### config.mk
export PLATFORM = sky130hd
export DESIGN_NAME = uart_rx_sampler
export DESIGN_NICKNAME = d
export VERILOG_FILES = /design/src/rtl/uart_rx_pkg.sv /design/src/rtl/uart_rx_sync.sv /design/src/rtl/uart_rx_frame.sv /design/src/rtl/uart_rx_fifo.sv /design/src/rtl/uart_rx_sampler.sv
export SDC_FILE = /design/constraint.sdc
export NUM_CORES = 1
export LEC_CHECK = 0
export BUFFER_PORTS_ARGS = -buffer_cell sky130_fd_sc_hd__buf_2
export CAP_MARGIN = 20
export CORE_MARGIN = 4
export CORE_UTILIZATION = 63
export CTS_CLUSTER_SIZE = 12
export DETAILED_ROUTE_END_ITERATION = 6
export GPL_TIMING_DRIVEN = 0
export PLACE_DENSITY = 0.81
export SLEW_MARGIN = 20
export SYNTH_ARGS = -nofsm -noshare
export SYNTH_HDL_FRONTEND = slang
export SYNTH_SLANG_ARGS = --single-unit
export TNS_END_PERCENT = 100
### constraint.sdc
create_clock -name clk -period 8.3 [get_ports clk]
set_input_delay 2.075 -clock clk [delete_from_list [all_inputs] [get_ports clk]]
set_output_delay 2.075 -clock clk [all_outputs]
set_load 0.005 [all_outputs]
### src/rtl/uart_rx_pkg.sv
package uart_rx_pkg;
  typedef struct packed {
    logic brk;
    logic par;
    logic frm;
  } rx_err_t;

  typedef struct packed {
    rx_err_t    err;
    logic [7:0] data;
  } rx_entry_t;

  localparam int ST_LEVEL = 0;
  localparam int ST_OVR   = 1;
  localparam int ST_FRM   = 2;
  localparam int ST_PAR   = 3;
  localparam int ST_BRK   = 4;
  localparam int ST_TMO   = 5;
  localparam int ST_W     = 6;
endpackage

### src/rtl/uart_rx_sync.sv
module uart_rx_sync #(
  parameter int   STAGES    = 2,
  parameter logic RESET_VAL = 1'b1
) (
  input  logic clk,
  input  logic rst_n,
  input  logic d_i,
  output logic q_o
);
  logic [STAGES-1:0] chain;

  always_ff @(posedge clk or negedge rst_n) begin
    if (!rst_n) chain <= {STAGES{RESET_VAL}};
    else        chain <= {chain[STAGES-2:0], d_i};
  end

  assign q_o = chain[STAGES-1];
endmodule

### src/rtl/uart_rx_frame.sv
module uart_rx_frame
  import uart_rx_pkg::*;
#(
  parameter int OSR = 16
) (
  input  logic      clk,
  input  logic      rst_n,
  input  logic      tick_i,
  input  logic      rx_i,
  input  logic [1:0] cfg_bits_i,
  input  logic      par_en_i,
  input  logic      par_odd_i,
  output logic      busy_o,
  output logic      done_o,
  output rx_entry_t entry_o
);
  localparam int CW = $clog2(OSR);
  localparam logic [CW-1:0] MID  = CW'(OSR/2 - 1);
  localparam logic [CW-1:0] LAST = CW'(OSR - 1);

  typedef enum logic [2:0] {S_IDLE, S_START, S_DATA, S_PAR, S_STOP} st_t;
  st_t        st;
  logic       rx_q;
  logic [CW-1:0] tcnt;
  logic [2:0] bcnt;
  logic [7:0] shreg;
  logic       all_zero, par_acc, par_bad;

  always_ff @(posedge clk or negedge rst_n) begin
    if (!rst_n) begin
      st <= S_IDLE; rx_q <= 1'b1; tcnt <= '0; bcnt <= '0; shreg <= '0;
      all_zero <= 1'b0; par_acc <= 1'b0; par_bad <= 1'b0;
      done_o <= 1'b0; entry_o <= '0;
    end else begin
      rx_q   <= rx_i;
      done_o <= 1'b0;
      case (st)
        S_IDLE: if (rx_q && !rx_i) begin st <= S_START; tcnt <= '0; end
        S_START: if (tick_i) begin
          tcnt <= tcnt + 1'b1;
          if (tcnt == MID) begin
            if (!rx_i) begin
              st <= S_DATA; tcnt <= '0; bcnt <= '0; shreg <= '0;
              all_zero <= 1'b1; par_acc <= 1'b0; par_bad <= 1'b0;
            end else st <= S_IDLE;
          end
        end
        S_DATA: if (tick_i) begin
          tcnt <= tcnt + 1'b1;
          if (tcnt == LAST) begin
            shreg    <= {rx_i, shreg[7:1]};
            all_zero <= all_zero & ~rx_i;
            par_acc  <= par_acc ^ rx_i;
            bcnt     <= bcnt + 1'b1;
            if (bcnt == {1'b1, cfg_bits_i}) st <= par_en_i ? S_PAR : S_STOP;
          end
        end
        S_PAR: if (tick_i) begin
          tcnt <= tcnt + 1'b1;
          if (tcnt == LAST) begin
            par_bad  <= par_acc ^ rx_i ^ par_odd_i;
            all_zero <= all_zero & ~rx_i;
            st       <= S_STOP;
          end
        end
        S_STOP: if (tick_i) begin
          tcnt <= tcnt + 1'b1;
          if (tcnt == LAST) begin
            done_o        <= 1'b1;
            entry_o.data  <= shreg >> (2'd3 - cfg_bits_i);
            entry_o.err.frm <= ~rx_i;
            entry_o.err.brk <= all_zero & ~rx_i;
            entry_o.err.par <= par_bad;
            st            <= S_IDLE;
          end
        end
        default: st <= S_IDLE;
      endcase
    end
  end

  assign busy_o = (st != S_IDLE);
endmodule

### src/rtl/uart_rx_fifo.sv
module uart_rx_fifo #(
  parameter int W     = 11,
  parameter int DEPTH = 16,
  localparam int AW   = $clog2(DEPTH),
  localparam int LW   = AW + 1
) (
  input  logic          clk,
  input  logic          rst_n,
  input  logic          wr_en_i,
  input  logic [W-1:0]  wr_data_i,
  output logic          rd_valid_o,
  input  logic          rd_ready_i,
  output logic [W-1:0]  rd_data_o,
  output logic [LW-1:0] level_o
);
  logic [W-1:0]  mem [DEPTH];
  logic [AW-1:0] wptr, rptr;
  logic          push, pop;

  assign push = wr_en_i && (level_o != LW'(DEPTH));
  assign pop  = rd_valid_o && rd_ready_i;

  always_ff @(posedge clk) begin
    if (push) mem[wptr] <= wr_data_i;
  end

  always_ff @(posedge clk or negedge rst_n) begin
    if (!rst_n) begin
      wptr <= '0; rptr <= '0; level_o <= '0;
    end else begin
      if (push) wptr <= wptr + 1'b1;
      if (pop)  rptr <= rptr + 1'b1;
      level_o <= level_o + LW'(push) - LW'(pop);
    end
  end

  assign rd_valid_o = (level_o != '0);
  assign rd_data_o  = mem[rptr];
endmodule

### src/rtl/uart_rx_sampler.sv
module uart_rx_sampler
  import uart_rx_pkg::*;
#(
  parameter int DEPTH    = 16,
  parameter int OSR      = 16,
  parameter int TMO_BITS = 32,
  localparam int LW      = $clog2(DEPTH) + 1
) (
  input  logic          clk,
  input  logic          rst_n,
  input  logic          tick16_i,
  input  logic          rx_i,
  input  logic [1:0]    cfg_bits_i,
  input  logic          cfg_par_en_i,
  input  logic          cfg_par_odd_i,
  input  logic [LW-1:0] cfg_thresh_i,
  input  logic [ST_W-1:0] int_clr_i,
  output logic          m_valid_o,
  input  logic          m_ready_i,
  output logic [7:0]    m_data_o,
  output logic [2:0]    m_flags_o,
  output logic [LW-1:0] level_o,
  output logic [ST_W-1:0] stat_o,
  output logic          irq_o
);
  localparam int TMO_TICKS = TMO_BITS * OSR;
  localparam int TW        = $clog2(TMO_TICKS);

  logic      rx_s, frm_busy, frm_done, pop, full, tmo_hit, tmo_fired;
  rx_entry_t frm_entry, q_entry;
  logic [TW-1:0]   tmo_cnt;
  logic [ST_W-1:0] ev_set;
  logic [ST_W-1:1] sticky;

  uart_rx_sync #(.STAGES(2), .RESET_VAL(1'b1)) sync_i (
    .clk(clk), .rst_n(rst_n), .d_i(rx_i), .q_o(rx_s));

  uart_rx_frame #(.OSR(OSR)) frame_i (
    .clk(clk), .rst_n(rst_n), .tick_i(tick16_i), .rx_i(rx_s),
    .cfg_bits_i(cfg_bits_i), .par_en_i(cfg_par_en_i), .par_odd_i(cfg_par_odd_i),
    .busy_o(frm_busy), .done_o(frm_done), .entry_o(frm_entry));

  uart_rx_fifo #(.W($bits(rx_entry_t)), .DEPTH(DEPTH)) fifo_i (
    .clk(clk), .rst_n(rst_n), .wr_en_i(frm_done), .wr_data_i(frm_entry),
    .rd_valid_o(m_valid_o), .rd_ready_i(m_ready_i), .rd_data_o(q_entry),
    .level_o(level_o));

  assign m_data_o  = q_entry.data;
  assign m_flags_o = q_entry.err;
  assign pop       = m_valid_o && m_ready_i;
  assign full      = (level_o == LW'(DEPTH));

  // receive-timeout window
  always_ff @(posedge clk or negedge rst_n) begin
    if (!rst_n) begin
      tmo_cnt <= '0; tmo_fired <= 1'b0;
    end else if (frm_busy || frm_done || pop || level_o == '0) begin
      tmo_cnt <= '0; tmo_fired <= 1'b0;
    end else if (tick16_i && !tmo_fired) begin
      if (tmo_cnt == TW'(TMO_TICKS - 1)) tmo_fired <= 1'b1;
      else                               tmo_cnt   <= tmo_cnt + 1'b1;
    end
  end

  assign tmo_hit = tick16_i && !tmo_fired && (tmo_cnt == TW'(TMO_TICKS - 1)) &&
                   !frm_busy && !frm_done && !pop && (level_o != '0) &&
                   (level_o < cfg_thresh_i);

  always_comb begin
    ev_set          = '0;
    ev_set[ST_OVR]  = frm_done && full;
    ev_set[ST_FRM]  = frm_done && frm_entry.err.frm;
    ev_set[ST_PAR]  = frm_done && frm_entry.err.par;
    ev_set[ST_BRK]  = frm_done && frm_entry.err.brk;
    ev_set[ST_TMO]  = tmo_hit;
  end

  for (genvar g = 1; g < ST_W; g++) begin : g_sticky
    always_ff @(posedge clk or negedge rst_n) begin
      if (!rst_n) sticky[g] <= 1'b0;
      else        sticky[g] <= ev_set[g] | (sticky[g] & ~int_clr_i[g]);
    end
  end

  assign stat_o = {sticky, (level_o != '0) && (level_o >= cfg_thresh_i)};
  assign irq_o  = |stat_o;
endmodule

After elaboration in Yosys (flattened, before gate mapping)
Memory sizes are Yosys's and may differ from the RTL's.
Cells that the tools add are included.
{"block": "classes", "bitwise": 19, "reduce_logical": 44, "n_mux": 57, "n_eq_ne": 25, "magnitude_cmp": 2, "addsub": 8, "shifts": 1}
{"cell": "$mux W3", "count": 16}
{"cell": "$mux W8", "count": 5}
{"cell": "$mux W9", "count": 3}
{"cell": "$mux W1", "count": 20}
{"cell": "$mux W4", "count": 5}
{"cell": "$ne A2 B1 Y1 const B", "count": 9}
{"cell": "$reduce_and A6 Y1", "count": 3}
{"cell": "$pmux W8 S2", "count": 1}
{"cell": "$logic_and A1 B1 Y1", "count": 15}
{"cell": "$pmux W3 S5", "count": 1}
{"cell": "$add A4 B1 Y4 const B", "count": 3}
{"cell": "$ne A2 B2 Y1 const B", "count": 6}
{"cell": "$pmux W4 S3", "count": 1}
{"cell": "$reduce_and A10 Y1", "count": 1}
{"cell": "$reduce_bool A2 Y1", "count": 5}
{"cell": "$add A9 B1 Y9 const B", "count": 1}
{"cell": "$eq A9 B9 Y1 const B", "count": 1}
{"cell": "$shr A8 B2 Y8", "count": 1}
{"cell": "$and A1 B1 Y1", "count": 6}
{"cell": "$eq A3 B2 Y1 const B", "count": 2}
{"cell": "$not A1 Y1", "count": 6}
{"cell": "$pmux W1 S2", "count": 3}
{"cell": "$pmux W3 S2", "count": 1}
{"cell": "$reduce_bool A3 Y1", "count": 2}
{"cell": "27 further kinds", "count": 39}
{"block": "word_totals", "memories": 1, "ramBits": 176, "word_cells": 181, "in_bits": 20, "reg_bits": 64}
{"memory": "fifo_i.mem", "words": 16, "width": 11, "read_ports": 1, "rd_ports_with_merged_regs": 0, "wr": 1, "line": "uart_rx_fifo.sv:16", "text": "logic [W-1:0] mem [DEPTH];"}

Logic depth before layout (Yosys ltp)
Gate-level depths: netlist of run 1.
{"block": "depth", "ltp_word": 9, "ltp_mapped": 14, "depth_no_buf": 13}

Modules after synthesis
From an unflattened synthesis of run 1, not the netlist that was laid out.
{"block": "unflattened", "hier_cells": 702, "hier_area_um2": 10428.8}
{"mod": "uart_rx_fifo", "cells_per_inst": 407, "n_inst": 1, "area_each_um2": 7586.0}
{"mod": "uart_rx_frame", "cells_per_inst": 195, "n_inst": 1, "area_each_um2": 1900.6}
{"mod": "uart_rx_sampler", "cells_per_inst": 98, "n_inst": 1, "area_each_um2": 889.6}
{"mod": "uart_rx_sync", "cells_per_inst": 2, "n_inst": 1, "area_each_um2": 52.6}

Least setup slack after synthesis of run 1
Ideal clock, no wire load.
{"block": "synth_timing", "path_kind": "input-to-output", "startpoint": "in cfg_thresh_i[1]", "endpoint": "out irq_o", "t_arrival_ps": 2957, "setup_slack_ps": 3268, "n_path_buf": 0, "path_stages": 7, "path_cell_list": "inv_1 > ha_1 > nor2b_1 > o21ai_0 > a21oi_1 > nor2_1 > a31oi_1"}
{"block": "synth_via", "elab_chain_cells": 3}
{"item": "from (decl)", "line": "uart_rx_sampler.sv:16", "text": "input logic [LW-1:0] cfg_thresh_i,"}
{"item": "$ge A5 B5 Y1", "line": "uart_rx_sampler.sv:85", "text": "assign stat_o = {sticky, (level_o != '0) && (level_o >= cfg_thresh_i)};"}
{"item": "$logic_and A1 B1 Y1", "line": "uart_rx_sampler.sv:85"}
{"item": "$reduce_or A6 Y1", "line": "uart_rx_sampler.sv:86", "text": "assign irq_o = |stat_o;"}
{"item": "to (decl)", "line": "uart_rx_sampler.sv:24", "text": "output logic irq_o"}
No other way between the ends.

Worst setup path in the final report of run 1
Ends and elaborated chain as after synthesis.

==> flow_summary.toml, run 1 <==
[run_status]
status = "completed"

[logic_synthesis]
syn_inst = 596
yosys_warnings = 0
yosysSeqAreaShare_pct = 68.95
yosys-top-cells-area = "edfxtp_1 53%, dfrtp_1 15%, mux4_2 12%"
synth_top_area_share_pct = 52.89
synthTopCellsByCount = "176 x edfxtp_1, 61 x dfrtp_1, 55 x mux4_2, 48 x nand2_1, 32 x nor2_1"
synth_cell_types = 45
yosysMostFrequentCell = "edfxtp_1"
ys_seq_elements = 240
yosys.area.top_type = "edfxtp_1"
syn_avg_cell_area_um2 = 16.77
netlist_area_um2 = 9993
synth_flop_cell = "edfxtp_1"
syn_nets = 637
synth_edf_count = 176
async_flop_share_pct = 26.67

[worst_hold_path]
hold_class = "reg2reg"
worstHoldPathCells = 0
min_to = "sync_i.chain[1]$_DFF_PN1_"
min-delay-start = "sync_i.chain[0]$_DFF_PN1_"

[sta]
setup-violations-final = 0
hold_slack_ps = 358.2
timing.final.ws_setup_ps = 2895
fin_crit_sh_pct = 65.12
max_slew_margin_pct = 30.07
drv_slew = 0
finClkSkew_ps = 22.93
grt_setup_unrepaired = "no"
tns_ps = 0
fmax_mhz = 185.0
worst_pin_slew_ps = 1045
hold_violations = 0
min_period_ps = 5405

[floorplan]
die_w_um = 133.9
die_y_um = 133.9
core_area_um2 = 15370
start_util_pct = 65.01
std_cell_rows = 45
ios = 44
die_area_um2 = 17940

[place]
port_buffers = 40
postPlaceCellArea_um2 = 10530
dp_cells = 851
dp_hpwl_um = 13130
gp_congestion = 0.8781
dp_slack_ps = 2940

[setup_path]
crit_buf_inv = 3
cp_max_fo = 2
r2r-end = "fifo_i.level_o[4]$_DFF_PN0_"
max_stage_delay_ps = 290
critPathRequiredTime_ps = 6230
path_cells = "buf_2 > inv_1 > ha_1 > nor2b_1 > o21ai_0 > a21oi_1 > nor2_1 > a31oi_1 > buf_2"
critPathArrivalTime_ps = 3330
end_kind = "output port"
path_common_cell = "buf_2"
r2r_slack_ps = 4960
critPathKind = "in2out"
slowest_stage = "ha_1"
r2r.worst_path.cells = 14
rr_startpoint = "fifo_i.level_o[3]$_DFF_PN0_"
cp-start-kind = "input pin"
path_delay_family = "compound AO/OA/AOI/OAI gates"

[pwr]
ir_drop_uv = 181.3
leakage_nw = 3.919
p_per_area_nw_per_um2 = 270.9
power_mw = 3.055

[clock_network]
cts_setup_buffers = 0
insertion_delay_ps = 520
cts_buffers = 25
hold_buffers = 0
cts_tree = "yes"
cts.sink_count = 240
post_cts_resized = 0
htreeDepth = 1
root_buffer = "clkbuf_16"
clockBufferDepth = 3
clk_pin_slew_worst_paths_ps = 50

[global_routing]
antenna_found_initial = 0
grt_start_max_net_pins = 65
track_usage_pct = 24.35
grt_pass1_wl_um = 33200
grt_overflow = 0
grt_pass1_vias = 5933

[layout]
finalNetCount = 709
drive_gt1_share_pct = 24.45
postLayoutCellArea_um2 = 11280
postLayoutCoreUtil_pct = 73.36
syn2layout_area_growth_pct = 12.83
antenna_cells = 0
fin_cells = 898

[drt]
wl_per_cell_um = 23.09
vias = 5555
dr.pass1.iters = 5
drtAntennaViolNets = 0
viasPerCell = 6.186
drtIter0Drc = 532
drc = 0
postRouteWirelength_um = 20730

[job]
cap_violations = 0
==> kinds of logic after synthesis <==
| kind of cell | Yosys count | synth area share [%] |
|---|---|---|
| and+or+nand+nor | 130 | 6.198 |
| xor gates and xnor gates | 23 | 2.016 |
| buffers and inverters | 51 | 2.366 |
| DFF | 240 | 68.95 |
| AOI/OAI and AO/OA | 60 | 3.681 |
| muxes | 71 | 14.09 |
| adders and majority gates | 21 | 2.704 |
==> state kept, by name, indices dropped and copies added (netlist names), 2 cells and up <==
| register | cells |
|---|---|
| fifo_i.mem | 176 |
| frame_i.entry_o | 11 |
| tmo_cnt | 9 |
| frame_i.shreg | 8 |
| fifo_i.level_o | 5 |
| stat_o | 5 |
| fifo_i.rptr | 4 |
| fifo_i.wptr | 4 |
| frame_i.tcnt | 4 |
| frame_i.bcnt | 3 |
| frame_i.st | 3 |
| sync_i.chain | 2 |
==> final cells by class <==
class	count	area (um2)
Multi-Input combinational cell	305	2907
Timing Repair Buffer	45	251.5
Sequential cell	240	6890
Clock buffer	40	691.9
Tap cell	211	264.0
Buffer	28	150.1
Inverter	23	86.33
Clock inverter	6	35.03
Fill cell	914	4095
==> power breakdown <==
group | internal (mW) | switching (mW)
Combinational | 0.303 | 0.376
Sequential | 1.32 | 0.0512
Clock | 0.571 | 0.432
==> metal layers <==
metal  track usage [%]  vias up  part of all wire (%)
li1                  -     2432                     -
met1             32.14     2814                    39
met2             41.75      256                    51
met3             4.614       53                   6.6
met4             7.600        0                   3.5
met5                 0        -                     0
==> layout by cell type (no fill, tap or decap), types with 8 or more instances in the layout <==
master and n:
edfxtp_1 176, dfrtp_1 61, mux4_2 55, nand2_1 48, buf_2 47, o21ai_0 28, clkbuf_16 25, clkbuf_1 24
nor2_1 24, inv_1 23, ha_1 20, xor2_1 13, xnor2_1 10, a21oi_1 9, mux2i_1 9, nor2_2 8
a22o_1 8
==> worst max path at each step <==
stage	startpoint	to	slack (ps)	cells after the start
after floorplan	cfg_thresh_i[1]	irq_o	3270	7
after global placement	cfg_thresh_i[1]	irq_o	2950	9
after detailed placement	cfg_thresh_i[1]	irq_o	2940	9
after CTS	cfg_thresh_i[1]	irq_o	2900	9
after global routing	cfg_thresh_i[1]	irq_o	2770	9
final	cfg_thresh_i[1]	irq_o	2890	9
No activity file was read; power rests on OpenSTA's default activity.
==> run 2: changes to the inputs <==
- CORE_UTILIZATION: 63 -> 55
- PLACE_DENSITY: 0.81 -> 0.75
- clock period: 8.3 -> 4.36 ns (I/O delays scaled with it)
==> run 2 against run 1 <==
Against the previous run:
- critical path depth fell by 4
- routed wire length fell by 3.2%
- non-clock buffer count stayed put
- setup slack lost 2500 ps
- sequential share of layout area grew 0.054 points
- global-route usage down 3.7 points
- die area is 14% higher
- largest power group unchanged
==> flow_summary.toml, run 2 (synthesis results as in run 1) <==
[global_routing]
antenna_found_initial = 0
track_usage_pct = 20.62
use_met3_pct = 3.617
grt_overflow = 0
grt_pass1_vias = 5727
grt.busiest_layer = "met2"
grt_start_max_net_pins = 65
grt_pass1_wl_um = 32200
grt_use_met1_pct = 27.93
grt.met2_usage_pct = 35.41

[sta]
fmax_mhz = 252.6
finClkSkew_ps = 23.30
hold_slack_ps = 356.7
setup-violations-final = 0
drv_slew = 0
min_period_ps = 3959
fin_crit_sh_pct = 90.80
max_slew_margin_pct = 29.06
tns_ps = 0
hold_violations = 0
grt_setup_unrepaired = "no"
timing.final.ws_setup_ps = 401.2
worst_pin_slew_ps = 1060

[setup_path]
crit_buf_inv = 3
slowest_stage = "buf_1"
critPathRequiredTime_ps = 3270
rr_startpoint = "fifo_i.level_o[3]$_DFF_PN0_"
max_stage_delay_ps = 640
path_delay_family = "buffers and inverters"
cp-start-kind = "flip-flop"
path_cells = "clkbuf_2 > buf_1 > mux4_2 > mux4_2 > buf_2"
r2r_slack_ps = 1080
critPathKind = "reg2out"
cp_max_fo = 10
r2r-end = "fifo_i.level_o[4]$_DFF_PN0_"
critPathArrivalTime_ps = 2870
end_kind = "output port"
path_common_cell = "mux4_2"
r2r.worst_path.cells = 14

[clock_network]
cts_tree = "yes"
htreeDepth = 1
clk_pin_slew_worst_paths_ps = 60
post_cts_resized = 0
cts_buffers = 24
cts_setup_buffers = 0
root_buffer = "clkbuf_16"
insertion_delay_ps = 520
clockBufferDepth = 3
hold_buffers = 0
cts.sink_count = 240

[pwr]
p_per_area_nw_per_um2 = 508.9
leakage_nw = 3.905
ir_drop_uv = 440.0
power_mw = 5.733

[layout]
largest_reg_flops = 176
syn2layout_area_growth_pct = 12.73
final_common_cell = "edfxtp_1"
top_register = "fifo_i.mem"
antenna_cells = 0
fin_cells = 913
drive_gt1_share_pct = 23.83
postLayoutCoreUtil_pct = 62.93
reg_top3 = "fifo_i.mem (176), frame_i.entry_o (11), tmo_cnt (9)"
nFillCells = 1249
finalNetCount = 708
postLayoutCellArea_um2 = 11270
layout_common_cells = "176 x edfxtp_1, 61 x dfrtp_1, 55 x mux4_2"

[place]
dp_hpwl_um = 13150
dp_cells = 869
port_buffers = 40
gp_congestion = 0.8868
postPlaceCellArea_um2 = 10560
dp_slack_ps = 836.8

[job]
cap_violations = 0

[worst_hold_path]
min-delay-start = "sync_i.chain[0]$_DFF_PN1_"
hold_class = "reg2reg"
worstHoldPathCells = 0
min_to = "sync_i.chain[1]$_DFF_PN1_"

[floorplan]
die_y_um = 142.8
die_area_um2 = 20390
die_w_um = 142.8
start_util_pct = 55.82
std_cell_rows = 49
core_area_um2 = 17900
ios = 44

[drt]
drtAntennaViolNets = 0
wl_per_cell_um = 21.98
drtIter0Drc = 404
viasPerCell = 5.996
postRouteWirelength_um = 20060
drc = 0
dr.pass1.iters = 5
vias = 5474

[run_status]
status = "completed"
run 2: cell types whose count changed in the layout (fill, tap and decap cells not counted), sizes merged:
cell	delta
clkinv	-1
clkinvlp	-1
inv	-1
run 2: worst max-delay path by stage:
stage,startpoint,to,slack (ps),depth (start not counted)
finish,fifo_i.rptr[1]$_DFFE_PN0P_,m_data_o[5],400,5
global route,fifo_i.rptr[1]$_DFFE_PN0P_,m_data_o[5],300,5
CTS,fifo_i.rptr[1]$_DFFE_PN0P_,m_flags_o[0],400,5
detailed placement,cfg_thresh_i[1],irq_o,840,9
global placement,fifo_i.level_o[3]$_DFF_PN0_,fifo_i.mem[3][6]$_DFFE_PP_,780,7
floorplan,cfg_thresh_i[1],irq_o,1300,7
run 2: cell type report:
| cell class | instances | area (um2) | share of cell area (%) |
|---|---|---|---|
| plain buffers | 28 | 150.1 | 1.333 |
| clock buffers | 40 | 670.6 | 5.953 |
| clock inverters | 3 | 23.77 | 0.2110 |
| inverters | 23 | 86.33 | 0.7663 |
| multi-input cells | 305 | 2907 | 25.80 |
| flip-flops and latches | 240 | 6890 | 61.16 |
| well taps | 229 | 286.5 | 2.543 |
| repair buffers | 45 | 251.5 | 2.232 |
run 2: metal layers:
metal | vias to the layer above | share of wire [%]
met5 | - | 0
met4 | 0 | 2.1
met3 | 36 | 6.0
met2 | 183 | 52
met1 | 2821 | 40
li1 | 2434 | -
run 2: where the power goes:
part	total, mW	switching (mW)	internal [mW]	leakage, nW
registers	2.61	0.0934	2.52	2.30
logic	1.27	0.705	0.569	1.28
clock network	1.85	0.802	1.05	0.331
total	5.73	1.60	4.13	3.91
==> run 3: changes to the inputs <==
- CELL_PAD_IN_SITES_DETAIL_PLACEMENT: not set -> 0
- CELL_PAD_IN_SITES_GLOBAL_PLACEMENT: not set -> 1
- CORE_UTILIZATION: 55 -> 48
- PLACE_DENSITY: 0.75 -> 0.76
==> run 3 against run 2 <==
Against the previous run:
- critical path type unchanged
- cell count increased by 4.8%
- clock power increased by 4%
- sequential cell count unchanged
- critical path depth unchanged
- worst hold slack improved by 3.3 ps
- combinational power about the same
==> flow_summary.toml, run 3 (synthesis results as in run 1) <==
[layout]
finalNetCount = 709
top_register = "fifo_i.mem"
postLayoutCoreUtil_pct = 55.86
final_common_cell = "edfxtp_1"
drive_gt1_share_pct = 24.60
largest_reg_flops = 176
layout_common_cells = "176 x edfxtp_1, 61 x dfrtp_1, 55 x mux4_2"
syn2layout_area_growth_pct = 13.82
fin_cells = 957
nFillCells = 1565
antenna_cells = 0
reg_top3 = "fifo_i.mem (176), frame_i.entry_o (11), tmo_cnt (9)"

[clock_network]
hold_buffers = 0
root_buffer = "clkbuf_16"
clockBufferDepth = 3
cts_setup_buffers = 0
clk_pin_slew_worst_paths_ps = 60
htreeDepth = 1
cts.sink_count = 240
cts_tree = "yes"
post_cts_resized = 0
insertion_delay_ps = 510
cts_buffers = 25

[setup_path]
cp-start-kind = "flip-flop"
r2r-end = "fifo_i.level_o[4]$_DFF_PN0_"
path_common_cell = "mux4_2"
end_kind = "output port"
critPathKind = "reg2out"
r2r_slack_ps = 1110
critPathRequiredTime_ps = 3270
slowest_stage = "buf_1"
rr_startpoint = "fifo_i.level_o[3]$_DFF_PN0_"
max_stage_delay_ps = 690
critPathArrivalTime_ps = 2960
path_cells = "clkbuf_2 > buf_1 > mux4_2 > mux4_2 > buf_2"
cp_max_fo = 10
r2r.worst_path.cells = 14
worstSetupStartpoint = "fifo_i.rptr[1]$_DFFE_PN0P_"

[pwr]
leakage_nw = 3.943
internal-power_mw = 4.202
netSwitchingFraction_pct = 27.64
p_switching_mw = 1.605
p_comb_share_pct = 21.8
p_clk_share_pct = 33.3
ir_drop_uv = 257.4
p_per_area_nw_per_um2 = 510.6
seqPwrFrac_pct = 44.9

[drt]
drc = 0
drtIter0Drc = 371
wl_per_cell_um = 21.22
postRouteWirelength_um = 20310
viasPerCell = 5.609
vias = 5368
dr.pass1.iters = 5
drtAntennaViolNets = 0

[sta]
fmax_mhz = 247.1
hold_slack_ps = 360.0
setup-violations-final = 0
min_period_ps = 4046
tns_ps = 0
drv_slew = 0
max_slew_margin_pct = 28.50
hold_violations = 0
grt_setup_unrepaired = "no"
worst_pin_slew_ps = 1069
finClkSkew_ps = 8.284
fin_crit_sh_pct = 92.81

[job]
cap_violations = 0

[worst_hold_path]
min_to = "frame_i.rx_q$_DFF_PN1_"
min-delay-start = "sync_i.chain[1]$_DFF_PN1_"
hold_class = "reg2reg"
worstHoldPathCells = 0

[place]
dp_cells = 911
gp_congestion = 0.8103
dp_hpwl_um = 13680
port_buffers = 40

[global_routing]
grt_pass1_vias = 5652
track_usage_pct = 17.78
grt_pass1_wl_um = 32530
antenna_found_initial = 0
grt_overflow = 0
grt_start_max_net_pins = 52

[floorplan]
ios = 44
die_w_um = 152.3
die_y_um = 152.3
die_area_um2 = 23190
std_cell_rows = 52
start_util_pct = 49.07
core_area_um2 = 20360

[run_status]
status = "completed"
==> run 3: cell types whose count changed in the layout (fill, tap and decap cells not counted) <==
cell       change
clkbuf_1       -2
clkbuf_16      +1
buf_4          +2
buf_6          -3
clkinv_2       +3
clkinv_1       -1
clkinv_8       -1
buf_16         +1
inv_6          +1
clkbuf_8       +2
==> run 3: critical path: cells and delay by family (launching register included) <==
family	cells	cell delay (ps)
buffers and inverters	3	1130
multiplexers	2	940
flip-flops	1	360
==> run 3: how the worst max path moves through the flow <==
| stage | to | slack [ps] | cells after the start |
|---|---|---|---|
| after floorplan | irq_o | 1300 | 7 |
| after global placement | fifo_i.mem[3][4]$_DFFE_PP_ | 550 | 7 |
| after detailed placement | m_data_o[0] | 830 | 5 |
| after CTS | m_data_o[0] | 280 | 5 |
| after global routing | m_data_o[1] | 190 | 5 |
| final | m_flags_o[2] | 310 | 5 |
==> run 3: cell type report <==
cell class | count | area [um2] | area share, %
Buffer | 28 | 150.1 | 1.320
Clock buffer | 41 | 715.7 | 6.292
Clock inverter | 5 | 27.53 | 0.2420
Inverter | 23 | 86.33 | 0.7590
Multi-Input combinational cell | 305 | 2907 | 25.55
Sequential cell | 240 | 6890 | 60.58
Tap cell | 270 | 337.8 | 2.970
Timing Repair Buffer | 45 | 260.3 | 2.288
==> run 3: per-layer routing <==
layer	vias up	global-route usage, %	part of all wire, %	routed length [um]
li1	2432	-	-	-
met1	2759	23.53	42	8468
met2	148	31.05	52	10500
met3	29	3.124	4.9	996
met4	0	4.110	1.7	342
met5	-	0	0	0
==> run 3: per-stage QoR <==
| stage | cell area [um2] | power [mW] | setup slack, ps |
|---|---|---|---|
| floorplan | 9993 | 3.569 | 1298 |
| CTS | 11370 | 5.871 | 279.8 |
| global route | 11370 | 6.112 | 185.5 |
| finish | 11370 | 5.808 | 313.7 |
| global placement | 10530 | 3.893 | 550.9 |
| detailed placement | 10630 | 3.943 | 831.6 |
==> run 3: power by group through the flow <==
stage	logic (mW)	clock network [mW]	registers (mW)
floorplan	0.937	0	2.63
global placement	1.24	0	2.65
detailed placement	1.29	0	2.65
CTS	1.29	1.97	2.61
global route	1.41	2.08	2.62
finish	1.26	1.93	2.61
